<file path="src/rtl/usbep_pkg.sv">
package usbep_pkg;

    localparam logic [2:0] ADR_SEL  = 3'd0;
    localparam logic [2:0] ADR_CTRL = 3'd1;
    localparam logic [2:0] ADR_CFGA = 3'd2;
    localparam logic [2:0] ADR_CFGB = 3'd3;
    localparam logic [2:0] ADR_STAT = 3'd4;
    localparam logic [2:0] ADR_IEN  = 3'd5;
    localparam logic [2:0] ADR_FLAG = 3'd6;

    // flag register bit positions
    localparam int FB_TXRDY   = 0;
    localparam int FB_STALLED = 1;
    localparam int FB_RXOUT   = 2;
    localparam int FB_SETUP   = 3;
    localparam int FB_RWAL    = 5;
    localparam int FB_FIFOCTL = 6;
    localparam logic [7:0] FLAG_KEEP_MASK = 8'h20;
    localparam logic [7:0] FLAG_PEND_MASK = 8'hDF;

    // status register bit positions
    localparam int SB_UNDER = 5;
    localparam int SB_OVER  = 6;
    localparam int SB_CFGOK = 7;
    localparam logic [7:0] STAT_CLR_MASK = 8'h60;

    // control / configuration bits
    localparam int CB_STALLRQ = 5;
    localparam logic [7:0] CTRL_MASK = 8'h21;
    localparam int CA_DIR_IN  = 7;
    localparam int CB_ALLOC   = 1;
    localparam int IE_FLOW    = 7;

    typedef enum logic [1:0] {
        EV_IN    = 2'd0,
        EV_OUT   = 2'd1,
        EV_SETUP = 2'd2,
        EV_NONE  = 2'd3
    } ev_kind_e;

    typedef enum logic [1:0] {
        RSP_ACK   = 2'd0,
        RSP_NAK   = 2'd1,
        RSP_STALL = 2'd2,
        RSP_IDLE  = 2'd3
    } rsp_e;

    typedef struct packed {
        logic [7:0] ctrl;
        logic [7:0] cfga;
        logic [7:0] cfgb;
        logic [7:0] stat;
        logic [7:0] ien;
        logic [7:0] flag;
        logic       sum;
    } ep_regs_t;

    function automatic rsp_e ep_decide(ep_regs_t r, ev_kind_e k);
        logic busy;
        rsp_e res;
        busy = r.flag[FB_FIFOCTL] && (r.cfga[1:0] != 2'd0);
        case (k)
            EV_IN: begin
                if (r.ctrl[CB_STALLRQ])                 res = RSP_STALL;
                else if (r.flag[FB_TXRDY] || busy)      res = RSP_NAK;
                else                                    res = RSP_ACK;
            end
            EV_OUT: begin
                if (r.ctrl[CB_STALLRQ])                 res = RSP_STALL;
                else if (r.flag[FB_RXOUT] || busy)      res = RSP_NAK;
                else                                    res = RSP_ACK;
            end
            EV_SETUP: res = RSP_ACK;
            default:  res = RSP_NAK;
        endcase
        return res;
    endfunction

endpackage

</file>
<file path="src/rtl/usbep_slot.sv">
module usbep_slot
    import usbep_pkg::*;
(
    input  logic       clk,
    input  logic       rst_n,
    input  logic       wr_en,
    input  logic [2:0] wr_addr,
    input  logic [7:0] wr_data,
    input  logic       ev_hit,
    input  ev_kind_e   ev_kind,
    input  logic       stall_note,
    input  logic       ovf_hit,
    input  logic       udf_hit,
    output ep_regs_t   regs_o,
    output logic       irq_o
);

    ep_regs_t r_d, r_q;
    rsp_e     own_rsp;
    logic [7:0] flag_wr;

    always_comb begin
        r_d     = r_q;
        own_rsp = ep_decide(r_q, ev_kind);
        flag_wr = r_q.flag & (wr_data | FLAG_KEEP_MASK);
        if (r_q.flag[FB_SETUP] && !wr_data[FB_SETUP]) begin
            flag_wr[FB_RXOUT] = 1'b0;
        end

        // CPU side first
        if (wr_en) begin
            case (wr_addr)
                ADR_CTRL: r_d.ctrl = wr_data & CTRL_MASK;
                ADR_CFGA: begin
                    r_d.cfga            = wr_data;
                    r_d.stat[SB_CFGOK]  = 1'b0;
                end
                ADR_CFGB: begin
                    r_d.cfgb            = wr_data;
                    r_d.stat[SB_CFGOK]  = wr_data[CB_ALLOC];
                    if (r_q.cfga[1:0] == 2'd0) begin
                        r_d.flag[FB_TXRDY] = 1'b1;
                    end else if (r_q.cfga[CA_DIR_IN]) begin
                        r_d.flag[FB_TXRDY]   = 1'b1;
                        r_d.flag[FB_RWAL]    = 1'b1;
                        r_d.flag[FB_FIFOCTL] = 1'b1;
                    end else begin
                        r_d.flag[FB_RXOUT] = 1'b0;
                    end
                end
                ADR_STAT: r_d.stat = (r_q.stat & ~STAT_CLR_MASK)
                                   | (wr_data & r_q.stat & STAT_CLR_MASK);
                ADR_IEN:  r_d.ien = wr_data;
                ADR_FLAG: begin
                    r_d.flag = flag_wr;
                    if ((flag_wr & FLAG_PEND_MASK) == 8'h00) begin
                        r_d.sum = 1'b0;
                    end
                end
                default: ;
            endcase
        end

        // host side on top
        if (ev_hit) begin
            case (ev_kind)
                EV_IN: if (own_rsp == RSP_ACK) begin
                    r_d.flag[FB_FIFOCTL] = 1'b1;
                    r_d.flag[FB_TXRDY]   = 1'b1;
                    r_d.sum              = 1'b1;
                end
                EV_OUT: if (own_rsp == RSP_ACK) begin
                    r_d.flag[FB_FIFOCTL] = 1'b1;
                    r_d.flag[FB_RXOUT]   = 1'b1;
                    r_d.sum              = 1'b1;
                end
                EV_SETUP: begin
                    r_d.ctrl[CB_STALLRQ] = 1'b0;
                    r_d.flag[FB_RXOUT]   = 1'b0;
                    r_d.flag[FB_SETUP]   = 1'b1;
                    r_d.sum              = 1'b1;
                end
                default: ;
            endcase
        end
        if (stall_note) begin
            r_d.flag[FB_STALLED] = 1'b1;
            r_d.sum              = 1'b1;
        end
        if (ovf_hit) begin
            r_d.stat[SB_OVER] = 1'b1;
            r_d.sum           = 1'b1;
        end
        if (udf_hit) begin
            r_d.stat[SB_UNDER] = 1'b1;
            r_d.sum            = 1'b1;
        end
    end

    always_ff @(posedge clk) begin
        if (!rst_n) r_q <= '0;
        else        r_q <= r_d;
    end

    assign regs_o = r_q;
    assign irq_o  = (|(r_q.flag[3:0] & r_q.ien[3:0]))
                  | (r_q.ien[IE_FLOW] & (r_q.stat[SB_OVER] | r_q.stat[SB_UNDER]));

    AST_CFGA_DROPS_OK: assert property (@(posedge clk) disable iff (!rst_n)
        wr_en && wr_addr == ADR_CFGA |=> !r_q.stat[SB_CFGOK]);

    AST_FLAG_WRITE_NO_RISE: assert property (@(posedge clk) disable iff (!rst_n)
        wr_en && wr_addr == ADR_FLAG && !ev_hit && !stall_note
        |=> (r_q.flag & ~$past(r_q.flag)) == 8'h00);

    AST_SETUP_TAKEN: assert property (@(posedge clk) disable iff (!rst_n)
        ev_hit && ev_kind == EV_SETUP
        |=> r_q.flag[FB_SETUP] && !r_q.ctrl[CB_STALLRQ] && r_q.sum);

    AST_SETUP_CLR_TAKES_OUT: assert property (@(posedge clk) disable iff (!rst_n)
        wr_en && wr_addr == ADR_FLAG && r_q.flag[FB_SETUP] && !wr_data[FB_SETUP]
        && !(ev_hit && ev_kind == EV_OUT) |=> !r_q.flag[FB_RXOUT]);

endmodule

</file>
<file path="src/rtl/usbep_flagcfg.sv">
module usbep_flagcfg
    import usbep_pkg::*;
#(
    parameter int NUM_EP = 5,
    parameter int SELW   = 3
) (
    input  logic              clk,
    input  logic              rst_n,
    input  logic              cpu_we,
    input  logic [2:0]        cpu_addr,
    input  logic [7:0]        cpu_wdata,
    output logic [7:0]        cpu_rdata,
    input  logic              host_ev_valid,
    input  logic [1:0]        host_ev_kind,
    input  logic [SELW-1:0]   host_ev_ep,
    output logic [1:0]        host_resp,
    input  logic              buf_overflow,
    input  logic              buf_underflow,
    output logic [NUM_EP-1:0] ep_summary,
    output logic              com_irq
);

    typedef struct packed {
        logic [SELW-1:0] sel;
    } top_state_t;

    top_state_t top_d, top_q;
    ep_regs_t   regs_w [NUM_EP];
    logic [NUM_EP-1:0] irq_w;
    ev_kind_e   kind;
    rsp_e       tgt_rsp;
    ep_regs_t   sel_regs;
    logic       stall_any;

    assign kind = ev_kind_e'(host_ev_kind);

    always_comb begin
        top_d = top_q;
        if (cpu_we && cpu_addr == ADR_SEL && cpu_wdata < 8'(NUM_EP)) begin
            top_d.sel = cpu_wdata[SELW-1:0];
        end
    end

    always_ff @(posedge clk) begin
        if (!rst_n) top_q <= '0;
        else        top_q <= top_d;
    end

    // response of the targeted endpoint, from pre-edge state
    always_comb begin
        tgt_rsp = host_ev_valid ? RSP_NAK : RSP_IDLE;
        for (int i = 0; i < NUM_EP; i++) begin
            if (host_ev_valid && host_ev_ep == SELW'(i)) begin
                tgt_rsp = ep_decide(regs_w[i], kind);
            end
        end
    end
    assign stall_any = (tgt_rsp == RSP_STALL);
    assign host_resp = tgt_rsp;

    generate
        for (genvar g = 0; g < NUM_EP; g++) begin : g_ep
            logic here;
            assign here = (top_q.sel == SELW'(g));
            usbep_slot u_slot (
                .clk        (clk),
                .rst_n      (rst_n),
                .wr_en      (cpu_we && here && cpu_addr != ADR_SEL),
                .wr_addr    (cpu_addr),
                .wr_data    (cpu_wdata),
                .ev_hit     (host_ev_valid && host_ev_ep == SELW'(g)),
                .ev_kind    (kind),
                .stall_note ((g == 0) ? stall_any : 1'b0),
                .ovf_hit    (buf_overflow && here),
                .udf_hit    (buf_underflow && here),
                .regs_o     (regs_w[g]),
                .irq_o      (irq_w[g])
            );
            assign ep_summary[g] = regs_w[g].sum;
        end
    endgenerate

    assign com_irq = |irq_w;

    always_comb begin
        sel_regs = '0;
        for (int i = 0; i < NUM_EP; i++) begin
            if (top_q.sel == SELW'(i)) sel_regs = regs_w[i];
        end
        case (cpu_addr)
            ADR_SEL:  cpu_rdata = 8'(top_q.sel);
            ADR_CTRL: cpu_rdata = sel_regs.ctrl;
            ADR_CFGA: cpu_rdata = sel_regs.cfga;
            ADR_CFGB: cpu_rdata = sel_regs.cfgb;
            ADR_STAT: cpu_rdata = sel_regs.stat;
            ADR_IEN:  cpu_rdata = sel_regs.ien;
            ADR_FLAG: cpu_rdata = sel_regs.flag;
            default:  cpu_rdata = 8'h00;
        endcase
    end

    AST_SEL_IN_RANGE: assert property (@(posedge clk) disable iff (!rst_n)
        top_q.sel < SELW'(NUM_EP));

    AST_STALL_MARKS_EP0: assert property (@(posedge clk) disable iff (!rst_n)
        stall_any |=> regs_w[0].flag[FB_STALLED] && ep_summary[0]);

    AST_SETUP_PENDS: assert property (@(posedge clk) disable iff (!rst_n)
        host_ev_valid && kind == EV_SETUP && host_ev_ep == '0 |=> ep_summary[0]);

endmodule

</file>
<file path="config.mk">
export PLATFORM = sky130hd
export DESIGN_NAME = usbep_flagcfg
export DESIGN_NICKNAME = d
export VERILOG_FILES = /design/src/rtl/usbep_pkg.sv /design/src/rtl/usbep_slot.sv /design/src/rtl/usbep_flagcfg.sv
export SDC_FILE = /design/constraint.sdc
export NUM_CORES = 1
export LEC_CHECK = 0
export BUFFER_PORTS_ARGS = -buffer_cell sky130_fd_sc_hd__buf_2
export CORE_ASPECT_RATIO = 1.25
export CORE_UTILIZATION = 50
export DETAILED_ROUTE_END_ITERATION = 8
export GPL_TIMING_DRIVEN = 0
export PLACE_DENSITY = 0.71
export SLEW_MARGIN = 10
export SYNTH_ARGS = -nofsm -noshare
export SYNTH_HDL_FRONTEND = slang
export SYNTH_SLANG_ARGS = --single-unit
</file>
<file path="constraint.sdc">
create_clock -name clk -period 2.15 [get_ports clk]
set_input_delay 0.215 -clock clk [delete_from_list [all_inputs] [get_ports clk]]
set_output_delay 0.215 -clock clk [all_outputs]
set_load 0.01 [all_outputs]
</file>
# Word-level counts from Yosys, hierarchy flattened
# Index checks and enable logic that the tools add are counted.
# classes
mux	239
n_eq_ne	27
bitwise	35
reduce_logical	155
magnitude_cmp	1
# ops
operator	count
$mux 47	7
$mux 49	3
$mux 1	122
$mux 8	15
$mux 2	46
$reduce_and 2->1	46
$pmux 8 s7	1
$reduce_bool 2->1	28
$and 8x8->8	5
$logic_not 8->1	5
$or 8x7->8	5
$logic_and 1x1->1	37
$and 7x7->7	5
$mux 7	5
$mux 6	5
$pmux 1 s2	15
$pmux 1 s3	10
$pmux 2 s3	5
$logic_not 2->1	11
$and 4x4->4	5
$pmux 2 s2	5
$reduce_and 4->1	5
$reduce_or 4->1	5
$eq 3x2->1 const B	6
15 further kinds	55
# totals
word_cells	524
output_inout_bits	16
in_bits	22
ff_bits	218

# Logic depth before layout (Yosys ltp)
# logic_depth
depth_word	15
ltp_mapped	9
mapped_depth_nobuf	7

# Modules after synthesis
# A second synthesis with hierarchy kept.
# unflattened
hier_cells	1448
hier_area_um2	11518.5
# by_module_without_submodules
module	seq_area_each_um2	area_each_um2	cells_per_inst	n_inst
usbep_slot	760.7	1727.9	211	5
usbep_flagcfg	60.1	2879.0	393	1

# Least setup slack after synthesis
# Ideal clock, no wire load.
# synth_timing
path_type	register to output
start	register top_q[1] in the netlist's numbering
end	output cpu_rdata[5]
n_path_buf	3
arrival_time_ps	1656
path_stages_with_launch	8
path_slack_ps	279
required_ps	1935
path_cell_list	dfxtp_1 -> buf_6 -> buf_6 -> buf_2 -> mux4_2 -> a22oi_1 -> o211ai_1 -> a211o_1
# synth_between
elab_chain_len	7
word_cells_on_any_way	11
classes_between	eq/ne (4); mux (6); reduce/logical (1)
# synth_lines
item	line	source
start, declared	usbep_flagcfg.sv:27	top_state_t top_d, top_q;
start signal, assigned	usbep_flagcfg.sv:46	else top_q <= top_d;
$logic_not 3->1	usbep_flagcfg.sv:88	if (top_q.sel == SELW'(i)) sel_regs = regs_w[i];
$mux 47 (2 in series)	usbep_flagcfg.sv:88	
$mux 49 (2 in series)	usbep_flagcfg.sv:88	
$mux 49 *	usbep_flagcfg.sv:88	
$pmux 8 s7 *	usbep_flagcfg.sv:90	case (cpu_addr)
end, declared	usbep_flagcfg.sv:12	output logic [7:0] cpu_rdata,
# Mark *: on every way between the ends. The rest lies on a longest branch, timed or not.

# Worst setup path in the final report
# layout_timing
start	register top_q[0] in the netlist's numbering
end	output cpu_rdata[6]
# The elaborated chain is that of the path after synthesis.

==> run metrics <==
Commonest cells post-synth=dfxtp_1 (193), nor2_1 (140), nand2_1 (119), mux2i_1 (116), a21oi_1 (100); vias per std cell=7.09; via count=11.4k; P&R area growth vs syn=23.3%; clk sink count=193; # DRC=0; Cell Count Post-Placement=1530; routed wire length=53400 µm; DRT iter0 DRCs=1717; PortBufs=30; Num CTS Buffers=17; Total Power=0.00772 W; wire length on met1=18200 µm; Worst VDD drop=0.552 mV; unrepaired setup endpoints after global routing=true; flops & latches, synth=193; GRT overflow=0; clock-pin slew on the worst setup and hold paths=80 ps; WP data arrival=2560 ps; crit path max fanout=10; Worst-Margin Slew=1250 ps; CTS max path bufs=2; DR WL/cell=33.1 µm; synthesis warning total=0; Reg2Reg Depth=7; Hold EP=g_ep[4].u_slot.regs_o[23]$_SDFFE_PN0P_; Die Span Y=163 µm; synthesized area=0.0103 mm²; Final Max Slew Viols=0; asr flop ratio synth=0%; Final Instance Area=0.0127 mm²; Worst Hold Launch=buf_overflow; Data required, critical path=1930 ps; Sw Pwr=0.00234 W; Clock Skews=13.5 ps; endpoint class of the critical path=primary output; Die X=130 µm; layout cell share with drive strength beyond 1=22.4%; syn_area_per_cell=8.38 µm²; CP Buf/Inv Count=4; outcome=finished, violations left; Final nets=1355; met3 routed WL=7250 µm; startpoint types=flop; Pwr per Cell Area=607 mW/mm²; first-pass GRT wire length=75100 µm; post-synthesis cell type count=77; met2 WL=22400 µm; Switching Fraction=30.3%; clock latency on the worst-skew pair=460 ps; initial antenna violation count=2; setup_tns=-4990 ps; Reg-to-Reg Start=top_q[0]$_SDFFE_PN0P_; final setup margin=-626 ps; Hold Fails Final Rpt=0; post-route clock period utilization=129%; Synth Flop Type=dfxtp_1; placed cell areas=0.0108 mm²; maxcap violations=0; Inserted Diodes=0; 1st-pass router iterations=9; failing checks=negative setup slack; I/O pin cnt=38; Routability Congestion=1.08; crit-path cells=buf_8, buf_12, clkbuf_4, o31a_1, o31ai_2, a21oi_1, o21ai_2, nand4_1, buf_2; Post-Syn Nets=1256; share of the synthesized area in the top cell type=37.5%; R2R Setup Slk=-40 ps; H-tree depth=4; TritonCTS clock tree=yes; worst reg2reg path endpoint=g_ep[0].u_slot.regs_o[40]$_SDFFE_PN0P_; Die Area=0.0212 mm²; CP max stage cell=dfxtp_2; ANT nets after route=0; slew margin rel.=16.6%; cell taking the most area after synthesis=dfxtp_1; post-synthesis sequential area ratio=37.5%; starting density of the core=51.1%; DPL Wire Length=36700 µm; Tmin final=2780 ps; dominant cells by area after synthesis=dfxtp_1 (37%), mux2i_1 (11%), nor2_1 (5.1%); Rows=58; DR top layer=met5; leading cell type by number of instances after synthesis=dfxtp_1; largest net degree at the start of global routing=23; core area=0.0202 mm²; Layout Cells excl Fill=1612; Flop pwr share=46.9%; internal power component=0.00538 W; clock share of power=44.7%; Achievable Freq=360 MHz; final count of negative-setup-slack endpoints=18; Mapped Cells=1230; Hold WC Path Type=in -> reg; Setup Crit Path Kind=reg -> out; CP Depth=9; vias in the first global route=10.7k; gr usage total=51.4%; EDFF count, synth=0; cell depth of the worst hold path=3; logic gate share of total power=8.4%; leakage=4.54 nW; pre-CTS WS=-696 ps; Root Buffer=clkbuf_16; crit-path leading delay family=compound AO/OA/AOI/OAI gates; largest stage delay on the critical path=340 ps
==> power by group through the flow <==
| stage | Clock, W | Sequential [W] | Combinational [W] |
|---|---|---|---|
| after floorplan | 0 | 0.00369 | 0.000336 |
| after global placement | 0 | 0.00371 | 0.000567 |
| after detailed placement | 0 | 0.00371 | 0.000568 |
| after CTS | 0.00339 | 0.00362 | 0.000593 |
| after global routing | 0.00353 | 0.00362 | 0.000667 |
| final | 0.00345 | 0.00362 | 0.000651 |
==> area by class of cell <==
type | instances | area [µm²]
buffer | 99 | 687
clock buffer | 17 | 425
clock inverter | 15 | 198
fill | 1855 | 7470
inverter | 17 | 67.6
multi-input combinational | 917 | 6330
sequential | 193 | 3910
tap | 270 | 338
timing repair buffer | 84 | 748
==> worst min-delay path, stage by stage <==
cell and delay (ps):
buf_2 150, nand2_1 70, a21oi_1 50
==> layout by cell type (no fill, tap or decap), types with 15 or more instances in the layout <==
cell type  Yosys  final
buf_2         25     42
mux2i_1      116    114
nor2_1       140    136
o211a_1       16     16
dfxtp_1      193    171
a21oi_1      100     99
inv_1         16     15
o21ai_0       99     84
buf_12         0     18
buf_4         11     41
nand4_1       15     15
clkbuf_1      58     47
buf_6          6     17
a22oi_1       22     18
nand2_1      119    119
clkbuf_16      0     18
nor2_4         7     15
a31oi_1       19     19
==> cell families (layout without fill, tap and decap cells) <==
family	after synthesis	after routing	synth area share, %
mux	130	130	13.2
flops	193	193	37.5
compound gates	369	369	23.0
buf+inv	120	232	5.51
fa+ha+maj	4	4	0.486
simple gates	414	414	20.3
==> repair_timing <==
action | in CTS | in global routing
cloned | 2 | 1
endpoints found under the setup margin | 107 | 85
hold endpoints to repair | 0 | 0
hold buffers | 0 | 0
gates resized for setup | 141 | 66
setup buffers | 28 | 23
pin swaps | 19 | 33
==> registers in the layout (all words and copies together) (netlist names) <==
| signal | count |
|---|---|
| g_ep.u_slot.regs_o | 190 |
| top_q | 3 |
==> worst max path at each step <==
stage | start | to | slack [ps]
final | top_q[0]$_SDFFE_PN0P_ | cpu_rdata[6] | -630
after global routing | top_q[0]$_SDFFE_PN0P_ | cpu_rdata[5] | -620
after CTS | top_q[0]$_SDFFE_PN0P_ | cpu_rdata[5] | -520
after detailed placement | top_q[1]$_SDFFE_PN0P_ | cpu_rdata[6] | -700
after global placement | top_q[0]$_SDFFE_PN0P_ | cpu_rdata[0] | -720
after floorplan | top_q[1]$_SDFFE_PN0P_ | cpu_rdata[5] | 280
==> routing by layer <==
layer  GRT usage (%)  vias to the layer above
li1                -                     4696
met1            59.0                     5417
met2            75.4                      949
met3            19.8                      366
met4            41.7                        2
met5               0                        -
==> stage by stage <==
step,util [%],hold slack (ps)
6_report,63.0,77.6
5_1_grt,63.0,92.3
4_1_cts,60.2,77.3
3_5_place_dp,53.5,442
3_3_place_gp,53.5,439
2_1_floorplan,-,355
Note: power is estimated with default switching activity, not from simulation.
